`src/rtl/mlb_pkg.sv`:
```
package mlb_pkg;
    typedef enum logic [1:0] {
        ST_IDLE,
        ST_KERNEL,
        ST_DRAIN,
        ST_EXIT
    } br_state_e;
endpackage

```
`src/rtl/mlb_counters.sv`:
```
module mlb_counters #(
    parameter int LC_W = 64,
    parameter int EC_W = 6
) (
    input  logic            clk,
    input  logic            rst_n,
    input  logic            lc_wr,
    input  logic [LC_W-1:0] lc_wdata,
    input  logic            ec_wr,
    input  logic [EC_W-1:0] ec_wdata,
    input  logic            lc_dec,
    input  logic            ec_dec,
    output logic [LC_W-1:0] lc,
    output logic [EC_W-1:0] ec
);
    always_ff @(posedge clk) begin
        if (!rst_n) begin
            lc <= '0;
        end else if (lc_wr) begin
            lc <= lc_wdata;
        end else if (lc_dec) begin
            lc <= lc - LC_W'(1);
        end
    end

    always_ff @(posedge clk) begin
        if (!rst_n) begin
            ec <= '0;
        end else if (ec_wr) begin
            ec <= ec_wdata;
        end else if (ec_dec && ec != '0) begin
            ec <= ec - EC_W'(1);
        end
    end

    // drain counter never wraps below zero
    p_ec_saturate_r5: assert property (@(posedge clk) disable iff (!rst_n)
        (ec_dec && !ec_wr && ec == '0) |=> ec == '0);

    // trip counter steps down by one per kernel step
    p_lc_step_r3: assert property (@(posedge clk) disable iff (!rst_n)
        (lc_dec && !lc_wr) |=> lc == $past(lc) - LC_W'(1));
endmodule

```
`src/rtl/mlb_pred_bank.sv`:
```
module mlb_pred_bank #(
    parameter int NPRED  = 64,
    parameter int ROT_LO = 16
) (
    input  logic             clk,
    input  logic             rst_n,
    input  logic             clear,
    input  logic             shift,
    input  logic             inject,
    output logic [NPRED-1:0] pred
);
    for (genvar i = 0; i < NPRED; i++) begin : g_bit
        if (i == 0) begin : g_true
            assign pred[i] = 1'b1;
        end else if (i < ROT_LO) begin : g_static
            logic q;
            always_ff @(posedge clk) begin
                if (!rst_n || clear) q <= 1'b0;
            end
            assign pred[i] = q;
        end else if (i == ROT_LO) begin : g_head
            logic q;
            always_ff @(posedge clk) begin
                if (!rst_n)     q <= 1'b0;
                else if (clear) q <= 1'b1;
                else if (shift) q <= inject;
            end
            assign pred[i] = q;
        end else begin : g_rot
            logic q;
            always_ff @(posedge clk) begin
                if (!rst_n || clear) q <= 1'b0;
                else if (shift)      q <= pred[i-1];
            end
            assign pred[i] = q;
        end
    end

    // rotating section moves up by one position per shift
    p_rotate_r6: assert property (@(posedge clk) disable iff (!rst_n)
        (shift && !clear) |=> pred[NPRED-1:ROT_LO+1] == $past(pred[NPRED-2:ROT_LO]));

    // static section untouched by a shift
    p_static_hold_r6: assert property (@(posedge clk) disable iff (!rst_n)
        (shift && !clear) |=> pred[ROT_LO-1:0] == $past(pred[ROT_LO-1:0]));
endmodule

```
`src/rtl/mlb_ctrl.sv`:
```
module mlb_ctrl
    import mlb_pkg::*;
#(
    parameter int LC_W  = 64,
    parameter int EC_W  = 6,
    parameter int NPRED = 64
) (
    input  logic             clk,
    input  logic             rst_n,
    input  logic             lc_wr,
    input  logic [LC_W-1:0]  lc_wdata,
    input  logic             ec_wr,
    input  logic [EC_W-1:0]  ec_wdata,
    input  logic             pred_clear,
    input  logic             br_req,
    output logic             br_taken,
    output logic             rot_stb,
    output logic [NPRED-1:0] pred
);
    localparam int ROT_LO = NPRED / 4;

    br_state_e       state, state_nxt;
    logic [LC_W-1:0] lc;
    logic [EC_W-1:0] ec;
    logic            accept, lc_nz;

    assign accept = br_req && !lc_wr && !ec_wr && !pred_clear;
    assign lc_nz  = (lc != '0);

    mlb_counters #(.LC_W(LC_W), .EC_W(EC_W)) u_cnt (
        .clk      (clk),
        .rst_n    (rst_n),
        .lc_wr    (lc_wr),
        .lc_wdata (lc_wdata),
        .ec_wr    (ec_wr),
        .ec_wdata (ec_wdata),
        .lc_dec   (accept && lc_nz),
        .ec_dec   (accept && !lc_nz),
        .lc       (lc),
        .ec       (ec)
    );

    mlb_pred_bank #(.NPRED(NPRED), .ROT_LO(ROT_LO)) u_pred (
        .clk    (clk),
        .rst_n  (rst_n),
        .clear  (pred_clear),
        .shift  (accept),
        .inject (lc_nz),
        .pred   (pred)
    );

    always_comb begin
        state_nxt = ST_IDLE;
        if (accept) begin
            if (lc_nz)                 state_nxt = ST_KERNEL;
            else if (ec > EC_W'(1))    state_nxt = ST_DRAIN;
            else                       state_nxt = ST_EXIT;
        end
    end

    always_ff @(posedge clk) begin
        if (!rst_n) state <= ST_IDLE;
        else        state <= state_nxt;
    end

    always_comb begin
        unique case (state)
            ST_IDLE:   begin br_taken = 1'b0; rot_stb = 1'b0; end
            ST_KERNEL: begin br_taken = 1'b1; rot_stb = 1'b1; end
            ST_DRAIN:  begin br_taken = 1'b1; rot_stb = 1'b1; end
            ST_EXIT:   begin br_taken = 1'b0; rot_stb = 1'b1; end
            default:   begin br_taken = 1'b0; rot_stb = 1'b0; end
        endcase
    end

    // kernel step injects a one
    p_kernel_inject_r3: assert property (@(posedge clk) disable iff (!rst_n)
        (state == ST_KERNEL) |-> pred[ROT_LO]);

    // drain and exit steps inject a zero
    p_drain_inject_r4: assert property (@(posedge clk) disable iff (!rst_n)
        (state == ST_DRAIN || state == ST_EXIT) |-> !pred[ROT_LO]);

    // p0 constant true
    p_p0_true_r2: assert property (@(posedge clk) disable iff (!rst_n) pred[0]);

    // strobe follows exactly the accepted requests
    p_strobe_r7: assert property (@(posedge clk) disable iff (!rst_n)
        accept |=> rot_stb);
    p_no_spurious_r7: assert property (@(posedge clk) disable iff (!rst_n)
        !accept |=> !rot_stb);
    p_taken_implies_rot_r7: assert property (@(posedge clk) disable iff (!rst_n)
        br_taken |-> rot_stb);

    // colliding request causes no rotation
    p_collide_r8: assert property (@(posedge clk) disable iff (!rst_n)
        (br_req && (lc_wr || ec_wr) && !pred_clear) |=> (!rot_stb && $stable(pred)));
endmodule

```
`config.mk`:
```
export PLATFORM = sky130hd
export DESIGN_NAME = mlb_ctrl
export DESIGN_NICKNAME = d
export VERILOG_FILES = /design/src/rtl/mlb_pkg.sv /design/src/rtl/mlb_counters.sv /design/src/rtl/mlb_pred_bank.sv /design/src/rtl/mlb_ctrl.sv
export SDC_FILE = /design/constraint.sdc
export NUM_CORES = 1
export LEC_CHECK = 0
export BUFFER_PORTS_ARGS = -buffer_cell sky130_fd_sc_hd__clkbuf_2
export CORE_MARGIN = 2
export CORE_UTILIZATION = 31
export CTS_CLUSTER_SIZE = 12
export DETAILED_ROUTE_END_ITERATION = 12
export GPL_ROUTABILITY_DRIVEN = 0
export SETUP_SLACK_MARGIN = 0.2
export SYNTH_ARGS = -nofsm -noshare
export SYNTH_HDL_FRONTEND = slang
export SYNTH_HIERARCHICAL = 1
export SYNTH_SLANG_ARGS = --single-unit
export TNS_END_PERCENT = 10
```
`constraint.sdc`:
```
create_clock -name clk -period 7.6 [get_ports clk]
set_clock_uncertainty 0.05 [all_clocks]
set_input_delay 1.52 -clock clk [delete_from_list [all_inputs] [get_ports clk]]
set_output_delay 1.52 -clock clk [all_outputs]
set_load 0.005 [all_outputs]
```
==> results.md, run 1 <==
- Slew HR: 0.317
- Worst-skew pair later-pin latency: 0.43 ns
- Yosys top cell by area: dfxtp_1
- Yosys warning count: 6
- Die Area: roughly 0.023 mm^2
- Net Sw Frac: 0.286
- Int Pwr: roughly 1200 uW
- Hold Crit Class: flop to flop
- First drt pass iteration count: 5
- Outcome: finished clean
- Die width: between 150 and 200 um
- Post-CTS Setup Repair Bufs: 0
- Tmin final: ~5 ns
- Top post-synthesis cells by area: dfxtp_1 36%, mux2i_1 7.4%, buf_4 7.4%, nor2_1 5.0%, nor4_1 3.9%
- VDD IR max: around 130 uV
- Switching power total: 475 uW
- Fmax: 200 MHz
- H-tree Lvls: 4
- Most frequent cells in the layout: 125 x clkbuf_2, 120 x dfxtp_1, 89 x nor2_1
- Synth Area in Simple Gates: 0.255
- Vias in the first global route: roughly 5300
- Max Transition Viols Final: 0
- Proportion of layout cells with a drive suffix above 1: 0.212
- Critical path launch point type: input port
- Post-CTS resize count: 0
- Slowest CP cell: nand4_1
- First-pass GRT wire length: between 20000 and 30000 um
- Row cnt: between 50 and 60
- P&R area growth vs syn: 13.9%
- Routed WL: ~18000 um
- Power per cell area: 219 mW/mm^2
- Antenna cells: 0
- Worst path required time: 7.84 ns
- Cts bufs inserted: 17
- Critical path fanouts, max: 36
- Final setup viols: 0
- Sequential share of the synthesized area: 0.362
- Core area: between 0.02 and 0.025 mm^2
- Final period util: 0.659
- Final antenna-violating net count: 0
- Adder-Cell Fraction of Synth Area: 0.00754
- RSZ-0062 raised after global routing: no
- Lkg Pwr: ~0.0027 uW
- Largest net degree at the start of global routing: 62
- Mapped cell area: between 0.006 and 0.007 mm^2
- Most common cell after layout, fill and taps aside: clkbuf_2
- Io pins: approximately 140
- Synthesized area per cell: 8.50 um^2
- Clock power share: 0.472
- Worst slew pin tran: between 1 and 1.5 ns
- Sequential Power Share: 0.421
- Final Util: 0.360
- Initial Util: 0.316
- MaxCap Viol Count: 0
- CP cell instances: clkbuf_2, nor4b_2, nor2b_1, buf_4, nor4b_4, nand4_1, nor4_1, xnor2_1, a21oi_1
- Top_reg_cell synth: dfxtp_1
- DR WL/cell: 16.0 um
- Setup CP Type: input port to flop
- Post-synthesis xor/xnor area fraction: 0.0462
- Total number of vias: about 5800
- Grt total ovfl: 0
- GRT Util Overall: 0.158
- Final net count: ~920
- Root Buffer: clkbuf_16
- Via density: just over 5
- Hold buffers post-CTS: 0
- Logic gate share of total power: 0.107
- Post-synthesis compound-gate area fraction: 0.135
- Proportion of synthesized area in mux cells: 0.0773
- Cell count after synthesis: between 700 and 800
- Critical Path AT: 5.25 ns
- Number of synthesized flops with an enable pin: 0
- Largest family of logic cells by synthesized area: simple AND/OR/NAND/NOR gates
- IO buf count: 125
- DRC: 0
- Synth Register Bits: 120
- Post-DP HPWL: roughly 13000 um
- Worst-path clk slew: around 0.060 ns
- Post-route setup TNS: 0 ns
- CP endpoint kind: flop
- CTS max path bufs: 2
- Synth top area share: 0.362
- Clk sink count: 120
- Final hold vios: 0
- Async set-reset flop share out of synthesis: 0
- Antenna violations before repair: 0
- Max incr delay on CP: roughly 0.91 ns
- Post-synth cell types: between 60 and 70
- Die Span Y: roughly 150 um
- CTS tree: built
- Iter 0 DRT Violations: about 360
[final cells by class]
type / instances / area, um^2
fillers: 2206 / 13500
multi-input cells: 553 / 3530
flip-flops and latches: 120 / 2400
repair buffers: 130 / 663
clock buffers: 18 / 429
well taps: 275 / 344
clock inverters: 14 / 139
inverters: 16 / 60.1
[power groups by stage]
stage	logic, uW	clock network, uW	registers, uW
2_1_floorplan	134	0	697
3_3_place_gp	174	0	711
3_5_place_dp	176	0	711
4_1_cts	177	800	698
5_1_grt	197	823	704
6_report	177	784	698
[final timing paths]
check,startpoint,end,slack [ns],cells after the start
hold reg to reg,u_pred/g_bit[63].g_rot.q,u_pred/g_bit[63].g_rot.q,0.45,2
setup reg to reg,u_cnt/lc[30],u_cnt/lc[49],3.59,10
hold / removal,u_pred/g_bit[63].g_rot.q,u_pred/g_bit[63].g_rot.q,0.45,2
setup / recovery,lc_wr,u_cnt/lc[49],2.59,9
[cell usage after synthesis, types with 3 or more instances]
cell and number:
o31ai_1 9, buf_2 7, a21oi_1 29, or3_1 16, buf_1 3, nor4b_1 3, nor2b_1 3, nand3_1 14
or2_2 3, or4_1 15, and4_1 7, inv_1 14, xor2_1 12, buf_12 3, clkbuf_1 26, o21ai_0 50
dfxtp_1 120, nor4_2 6, nor3b_1 3, a31oi_1 17, nor3_1 29, nand4_1 16, nand2_1 34, o211ai_1 6
a211oi_1 18, mux2i_1 49, nor4_1 41, o311a_1 3, and3_1 3, xnor2_1 23, buf_4 65, nor2_1 89
ha_1 4, nand2b_1 3
[sequential cells by signal (all words and copies together) (netlist names)]
| signal | cells |
|---|---|
| state | 2 |
| u_cnt/lc | 64 |
| u_cnt/ec | 6 |
| u_pred/g_bit.g_rot.q | 47 |
| u_pred/g_bit.g_head.q | 1 |
[metrics by stage]
step	hold slack, ns	instances	power, uW	setup WS [ns]	cell area [um^2]
6_report	0.449	1126	1660	2.59	7560
5_1_grt	0.493	1126	1720	2.17	7560
4_1_cts	0.457	1126	1670	2.60	7560
3_5_place_dp	0.442	1094	886	2.18	7000
3_3_place_gp	0.426	1094	885	2.28	7000
2_1_floorplan	0.412	795	831	3.16	6690
[worst max-delay path, delay by kind of cell]
family / cells / cell delay (ns)
simple gates: 5 / 2.80
buf+inv: 2 / 0.65
xor+xnor: 1 / 0.19
compound gates: 1 / 0.08
[cells by family (layout without fill, tap and decap cells)]
group | count (synthesis) | after routing
buf+inv | 122 | 178
simple gates | 301 | 301
xor+xnor | 35 | 35
fa+ha+maj | 4 | 4
mux | 51 | 51
other cells | 2 | 16
flops | 120 | 120
compound gates | 146 | 146
[layer usage]
layer | GRT usage | vias to the layer above | share of wire
met5 | 0 | - | 0
met4 | 0.0632 | 0 | 0.019
met3 | 0.0376 | 24 | 0.068
met2 | 0.231 | 200 | 0.43
met1 | 0.223 | 2675 | 0.49
li1 | - | 2907 | -
No activity file was read; power rests on OpenSTA's default activity.
==> run 2, diff against run 1 <==
Clock period 7.6 ns to 5 ns, I/O delays scaled along.
==> run 2 against run 1 <==
Effect of this change:
- core utilization up 0.23 points
- clock power is 56% higher
- combinational power increased by 54%
- via count grew 1.2%
- first-iteration DRC count rose by 13%
- non-clock buffer count up 2
- power increased by 54%
- final area grew 0.63%
- sequential share of layout area decreased by 0.20 points
- clock-buffer cell count unchanged
- sequential power is 52% higher
- die area unchanged
==> results.md, run 2 (synthesized netlist as in run 1, its figures left out) <==
- Outcome: finished clean
- Routed WL: 18100 um (+0.33%)
- Via density: 5.21 (+0.97%)
- Slew HR: 0.428 (+0.111)
- R2R cell count: 9 (-1)
- Sequential Power Share: 0.416 (-0.005)
- Grt total ovfl: 0 (unchanged)
- First-pass GRT wire length: 28600 um (+1.7%)
- Max Transition Viols Final: 0 (unchanged)
- CTS max path bufs: 2 (unchanged)
- Most common cell after layout, fill and taps aside: clkbuf_2
- R2R Setup Slk: 1.41 ns (-2.18 ns)
- Vias in the first global route: 5493 (+3.3%)
- Hold EP: u_pred/g_bit[63].g_rot.q
- Power Total: 2560 uW (+54%)
- Routed wl met2: 7830 um (+2.0%)
- Initial Util: 0.316 (unchanged)
- Cts bufs inserted: 17 (unchanged)
- GRT Util Overall: 0.159 (+0.00124)
- Final setup viols: 0 (unchanged)
- Die Span Y: 150 um (unchanged)
- First drt pass iteration count: 5 (unchanged)
- CP cell instances: clkbuf_2, nor4b_2, nor2b_1, nor4b_4, nand4_1, nor4_1, mux2_2, a211oi_1
- Pre-CTS setup slack: 0.867 ns (-1.31 ns)
- CP endpoint kind: flop
- DRC: 0 (unchanged)
- Top sig layer: met4
- Largest delay share family, worst path: simple AND/OR/NAND/NOR gates
- Most frequent cells in the layout: 125 x clkbuf_2, 120 x dfxtp_1, 89 x nor2_1
- Post-CTS Setup Repair Bufs: 0 (unchanged)
- Lkg Pwr: 0.00274 uW (+0.99%)
- Hold buffers post-CTS: 0 (unchanged)
- Fmax: roughly 270 MHz
- Switching power total: 699 uW (+47%)
- Final net count: 920 (+0.22%)
- Worst Hold Depth: 2 (unchanged)
- Root Buffer: clkbuf_16
- Total number of vias: 5873 (+1.2%)
- Int Pwr: 1860 uW (+57%)
- Critical Path AT: 3.99 ns (-1.26 ns)
- Clk sink count: 120 (unchanged)
- Setup CP Type: input port to flop
- MaxCap Viol Count: 0 (unchanged)
- Net Sw Frac: 0.274 (-0.0125)
- Post-DP HPWL: 12800 um (+1.7%)
- Die Area: 0.0226 mm^2 (unchanged)
- Critical path fanouts, max: 10 (-72%)
- Die width: 150 um (unchanged)
- Max incr delay on CP: 0.65 ns (-0.26 ns)
- CTS tree: built
- RSZ-0062 raised after global routing: no
- Storage cell area: 0.00240 mm^2 (unchanged)
- Post-route setup TNS: 0 ns (unchanged)
- Hold Slack: 0.453 ns (+0.00443 ns)
- Worst flop-to-flop path startpoint: u_cnt/lc[30]
- Core area: 0.0210 mm^2 (unchanged)
- Clock power share: 0.478 (+0.006)
- Final hold vios: 0 (unchanged)
- Reg2Reg Capture Point: u_cnt/lc[61]
- VDD IR max: 205 uV (+54%)
- Multi-input logic area: 0.00353 mm^2 (unchanged)
- Worst-skew pair later-pin latency: 0.42 ns (about the same)
- Logic gate share of total power: 0.106 (about the same)
- Worst-path clk slew: 0.06 ns (about the same)
- Wire length on met1: 8720 um (-0.48%)
- Max FFs per register: 64 (unchanged)
- P&R area growth vs syn: 14.7%
- Fin worst setup slack: 1.29 ns (-1.30 ns)
- Largest net degree at the start of global routing: 84 (+35%)
- Wire length on met3: 1260 um (+2.6%)
- Power per cell area: 336 mW/mm^2 (+53%)
- Final antenna-violating net count: 0 (unchanged)
- Antenna cells: 0 (unchanged)
- Iter 0 DRT Violations: 410 (+13%)
- Worst path bufs/invs: 1 (-1)
- Worst slew pin tran: 0.856 ns (-0.165 ns)
- Fill count: 2208 (+0.091%)
- Proportion of layout cells with a drive suffix above 1: 0.215 (+0.00302)
- Worst path required time: 5.28 ns (-2.56 ns)
- H-tree Lvls: 4 (unchanged)
- DR WL/cell: 16.0 um (+0.15%)
- Antenna violations before repair: 0 (unchanged)
- Final period util: 0.741
- Hold_sp: u_pred/g_bit[63].g_rot.q
- IO buf count: 125 (unchanged)
- Tmin final: between 3 and 4 ns
- Row cnt: 53 (unchanged)
- Slowest CP cell: nand4_1
- Hold Crit Class: flop to flop
- Biggest register: u_cnt/lc
- Largest regs: u_cnt/lc: 64 flops, u_pred/g_bit.g_rot.q: 47 flops, u_cnt/ec: 6 flops
- Io pins: 142 (unchanged)
- Post-CTS resize count: 0 (unchanged)
- Critical path launch point type: input port
## run 2: metrics by stage
stage / cells / instance area (um^2) / util
after floorplan: 795 / 6690 / -
after global placement: 1096 / 7020 / 0.334
after detailed placement: 1096 / 7020 / 0.334
after CTS: 1128 / 7610 / 0.362
after global routing: 1128 / 7610 / 0.362
final: 1128 / 7610 / 0.362
## run 2: tightest hold or removal path, stage by stage (launching register included)
cell and delay [ns]:
dfxtp_1 0.33, mux2i_1 0.06, nor2_1 0.08
## run 2: how the worst max path moves through the flow
| stage | startpoint | to | slack (ns) | cells past startpoint |
|---|---|---|---|---|
| finish | ec_wr | u_cnt/lc[61] | 1.29 | 8 |
| CTS | ec_wr | u_cnt/lc[61] | 1.28 | 8 |
| floorplan | ec_wr | u_cnt/lc[61] | 1.08 | 7 |
| global placement | ec_wr | u_cnt/lc[49] | 0.93 | 8 |
| detailed placement | ec_wr | u_cnt/lc[61] | 0.87 | 8 |
| global route | ec_wr | u_cnt/lc[57] | 1.05 | 8 |
## run 2: power groups by stage
stage	Clock (uW)	Combinational (uW)	Sequential [uW]
after global placement	0	266	1080
after detailed placement	0	268	1080
after CTS	1250	270	1060
after global routing	1290	303	1070
final	1220	272	1060
after floorplan	0	204	1060
## run 2: layout make-up
| class | count | share of cell area |
|---|---|---|
| Multi-Input combinational cell | 553 | 0.463 |
| Sequential cell | 120 | 0.316 |
| Timing Repair Buffer | 132 | 0.0907 |
| Clock buffer | 18 | 0.0577 |
| Tap cell | 275 | 0.0452 |
| Clock inverter | 14 | 0.0196 |
| Inverter | 16 | 0.00789 |
## run 2: metal layers
metal  GRT usage  vias to the layer above
met5           0                        -
met4      0.0500                        0
met3      0.0348                       19
met2       0.233                      218
met1       0.231                     2735
li1            -                     2901
==> run 3, diff against run 2 <==
Settings changed: ABC_AREA set to 1.
Clock period 5 ns to 3.3 ns, I/O delays scaled along.
==> run 3 against run 2 <==
Effect of this change:
- combinational power up 150%
- cell count rose by 41%
- die area up 17%
- register-to-register slack lost 0.59 ns
- core utilization about the same
- power is 67% higher
- wire length is 27% higher
- critical path type is now flop to flop
==> results.md, run 3 <==
- Worst-skew pair later-pin latency: 0.43 ns (about the same)
- Most frequent cells in the layout: 331 x nand2_1, 192 x nor2_1, 125 x clkbuf_2
- R2R cell count: 11 (+2)
- Clock power share: 0.472 (-0.006)
- Number of synthesized flops with an enable pin: 0 (unchanged)
- Vias in the first global route: 7112 (+29%)
- Root Buffer: clkbuf_16
- First drt pass iteration count: 6 (+1)
- Core area: 0.0245 mm^2 (+16%)
- VDD IR max: 245 uV (+20%)
- Int Pwr: 2960 uW (+59%)
- Async set-reset flop share out of synthesis: 0 (unchanged)
- DRC: 0 (unchanged)
- Slew HR: 0.505 (+0.0772)
- Fill count: 2677 (+21%)
- Slowest CP cell: buf_4
- Fmax: 403 MHz
- Proportion of layout cells with a drive suffix above 1: 0.213 (-0.00138)
- Most common cell in the synthesized netlist: nand2_1
- Mapped cell area: 0.00778 mm^2 (+17%)
- Setup CP Type: flop to flop
- Grt total ovfl: 0 (unchanged)
- Synth top area share: 0.309 (-0.0531)
- Die width: 162 um (+8.0%)
- Largest regs: u_cnt/lc: 64 flops, u_pred/g_bit.g_rot.q: 47 flops, u_cnt/ec: 6 flops
- Sequential Power Share: 0.371 (-0.045)
- Post-CTS Setup Repair Bufs: 0 (unchanged)
- Most common cell after layout, fill and taps aside: nand2_1
- Max FFs per register: 64 (unchanged)
- Commonest cells in the netlist: 332 x nand2_1, 194 x nor2_1, 120 x dfxtp_1
- Dpl cell area: 0.00822 mm^2 (+17%)
- Outcome: finished clean
- Worst path required time: 3.60 ns (-1.68 ns)
- Lkg Pwr: 0.00380 uW (+38%)
- Synth Register Bits: 120 (unchanged)
- Top_reg_cell synth: dfxtp_1
- RSZ-0062 raised after global routing: no
- Row cnt: 57 (+7.5%)
- Storage cell area: 0.00240 mm^2 (unchanged)
- Switching power total: 1310 uW (+87%)
- GRT Util Overall: 0.177 (+0.0181)
- Critical path fanouts, max: 56 (+46)
- Clk sink count: 120 (unchanged)
- Final antenna-violating net count: 0 (unchanged)
- Power per cell area: 482 mW/mm^2 (+43%)
- Critical path launch point type: flop
- First-pass GRT wire length: 37300 um (+30%)
- Biggest register: u_cnt/lc
- CTS max path bufs: 2 (unchanged)
- Hold Crit Class: flop to flop
- Total number of vias: 7585 (+29%)
- Die Area: 0.0264 mm^2 (+17%)
- Post-synth cell types: 37 (-41%)
- Max Transition Viols Final: 0 (unchanged)
- Final net count: 1329 (+44%)
- Worst-path clk slew: 0.06 ns (about the same)
- Final Cell Area: 0.00885 mm^2 (+16%)
- P&R area growth vs syn: 13.8%
- CP endpoint kind: flop
- Final setup viols: 0 (unchanged)
- Max incr delay on CP: 0.52 ns (-0.13 ns)
- Hold buffers post-CTS: 0 (unchanged)
- MaxCap Viol Count: 0 (unchanged)
- Cell count after synthesis: 1189 (+52%)
- Final period util: 0.752
- Antenna violations before repair: 2 (+2)
- Via density: 4.78 (-8.2%)
- Cts bufs inserted: 17 (unchanged)
- Tmin final: roughly 2.5 ns
- Die Span Y: 162 um (+8.0%)
- Yosys top cell by area: dfxtp_1
- Logic gate share of total power: 0.157 (+0.051)
- Iter 0 DRT Violations: 703 (+71%)
- Post-DP HPWL: 16700 um (+30%)
- Sequential share of the synthesized area: 0.309 (-0.0531)
- Io pins: 142 (unchanged)
- Initial Util: 0.318 (+0.00223)
- H-tree Lvls: 4 (unchanged)
- Critical Path AT: 2.78 ns (-1.21 ns)
- Worst Hold Depth: 1 (-1)
- Yosys warning count: 6 (unchanged)
- Multi-input logic area: 0.00440 mm^2 (+25%)
- Worst slew pin tran: 0.742 ns (-0.114 ns)
- Final hold vios: 0 (unchanged)
- Hold Slack: 0.398 ns (-0.0554 ns)
- Post-route setup TNS: 0 ns (unchanged)
- CTS tree: built
- DR WL/cell: 14.5 um (-9.5%)
- IO buf count: 125 (unchanged)
- Post-CTS resize count: 0 (unchanged)
- Routed WL: 23000 um (+27%)
- Net Sw Frac: 0.307 (+0.0332)
- Top post-synthesis cells by area: dfxtp_1 31%, nand2_1 16%, nor2_1 9.4%, buf_4 6.4%, a21oi_1 4.9%
- Largest net degree at the start of global routing: 63 (-25%)
- Synthesized area per cell: 6.54 um^2 (-23%)
- CP cell instances: nor2_1, nand2_1, nor2_1, nand2_1, nor2_2, a21oi_1, inv_1, nor2_4, buf_4, o21ai_0, a31oi_1
run 3: cell count changes after synthesis, moves of 41 or more:
cell,previous run,this run
nand3_1,14,61
nor4_1,41,0
inv_1,14,80
a21oi_1,29,76
nand2_1,34,332
nor2_1,89,194
mux2i_1,49,0
a22oi_1,0,50
run 3: logic make-up after synthesis:
group                      share of synthesized area
xor gates and xnor gates                      0.0281
adders and majority gates                    0.00643
DFF                                            0.309
and+or+nand+nor                                0.366
other                                       0.000965
buffers and inverters                          0.135
AOI/OAI and AO/OA                              0.155
run 3: per-stage QoR:
stage                     setup WS, ns  std cells  utilization  total power, uW
after floorplan                   1.30       1203            -             2090
after global placement           0.715       1554        0.336             2270
after detailed placement         0.679       1554        0.336             2270
after CTS                        0.814       1586        0.362             4300
after global routing             0.552       1587        0.362             4460
final                            0.817       1587        0.362             4260
run 3: final timing paths:
check                                   from           end  slack (ns)
worst max register to register  u_cnt/lc[58]  u_cnt/lc[12]        0.82
worst min-delay path             u_cnt/ec[0]   u_cnt/ec[0]        0.40
worst max-delay path            u_cnt/lc[58]  u_cnt/lc[12]        0.82
worst min register to register   u_cnt/ec[0]   u_cnt/ec[0]        0.40
run 3: power by group through the flow:
stage | combinational (uW) | sequential [uW] | clock, uW
final | 670 | 1580 | 2010
after global routing | 756 | 1590 | 2120
after CTS | 665 | 1580 | 2060
after detailed placement | 659 | 1610 | 0
after global placement | 660 | 1610 | 0
after floorplan | 503 | 1590 | 0
run 3: cell type report:
class,count,area share
antenna,1,0.000283
multi-input combinational,894,0.497
sequential,120,0.271
timing repair buffer,134,0.0797
clock buffer,18,0.0496
clock inverter,14,0.0213
inverter,82,0.0349
tap,324,0.0458
run 3: per-layer routing:
metal	vias to the layer above	track usage	wire length [um]
met2	258	0.283	10500
met3	34	0.0397	1530
met4	2	0.0632	450
met1	3434	0.236	10500
met5	-	0	12
li1	3857	-	-
run 3: critical path, delay by kind of cell (launching register included):
| family | cells | cell delay, ns |
|---|---|---|
| buffers and inverters | 2 | 0.66 |
| AO/OA/AOI/OAI | 3 | 0.61 |
| AND/OR/NAND/NOR | 6 | 0.54 |
| flip-flops | 1 | 0.48 |
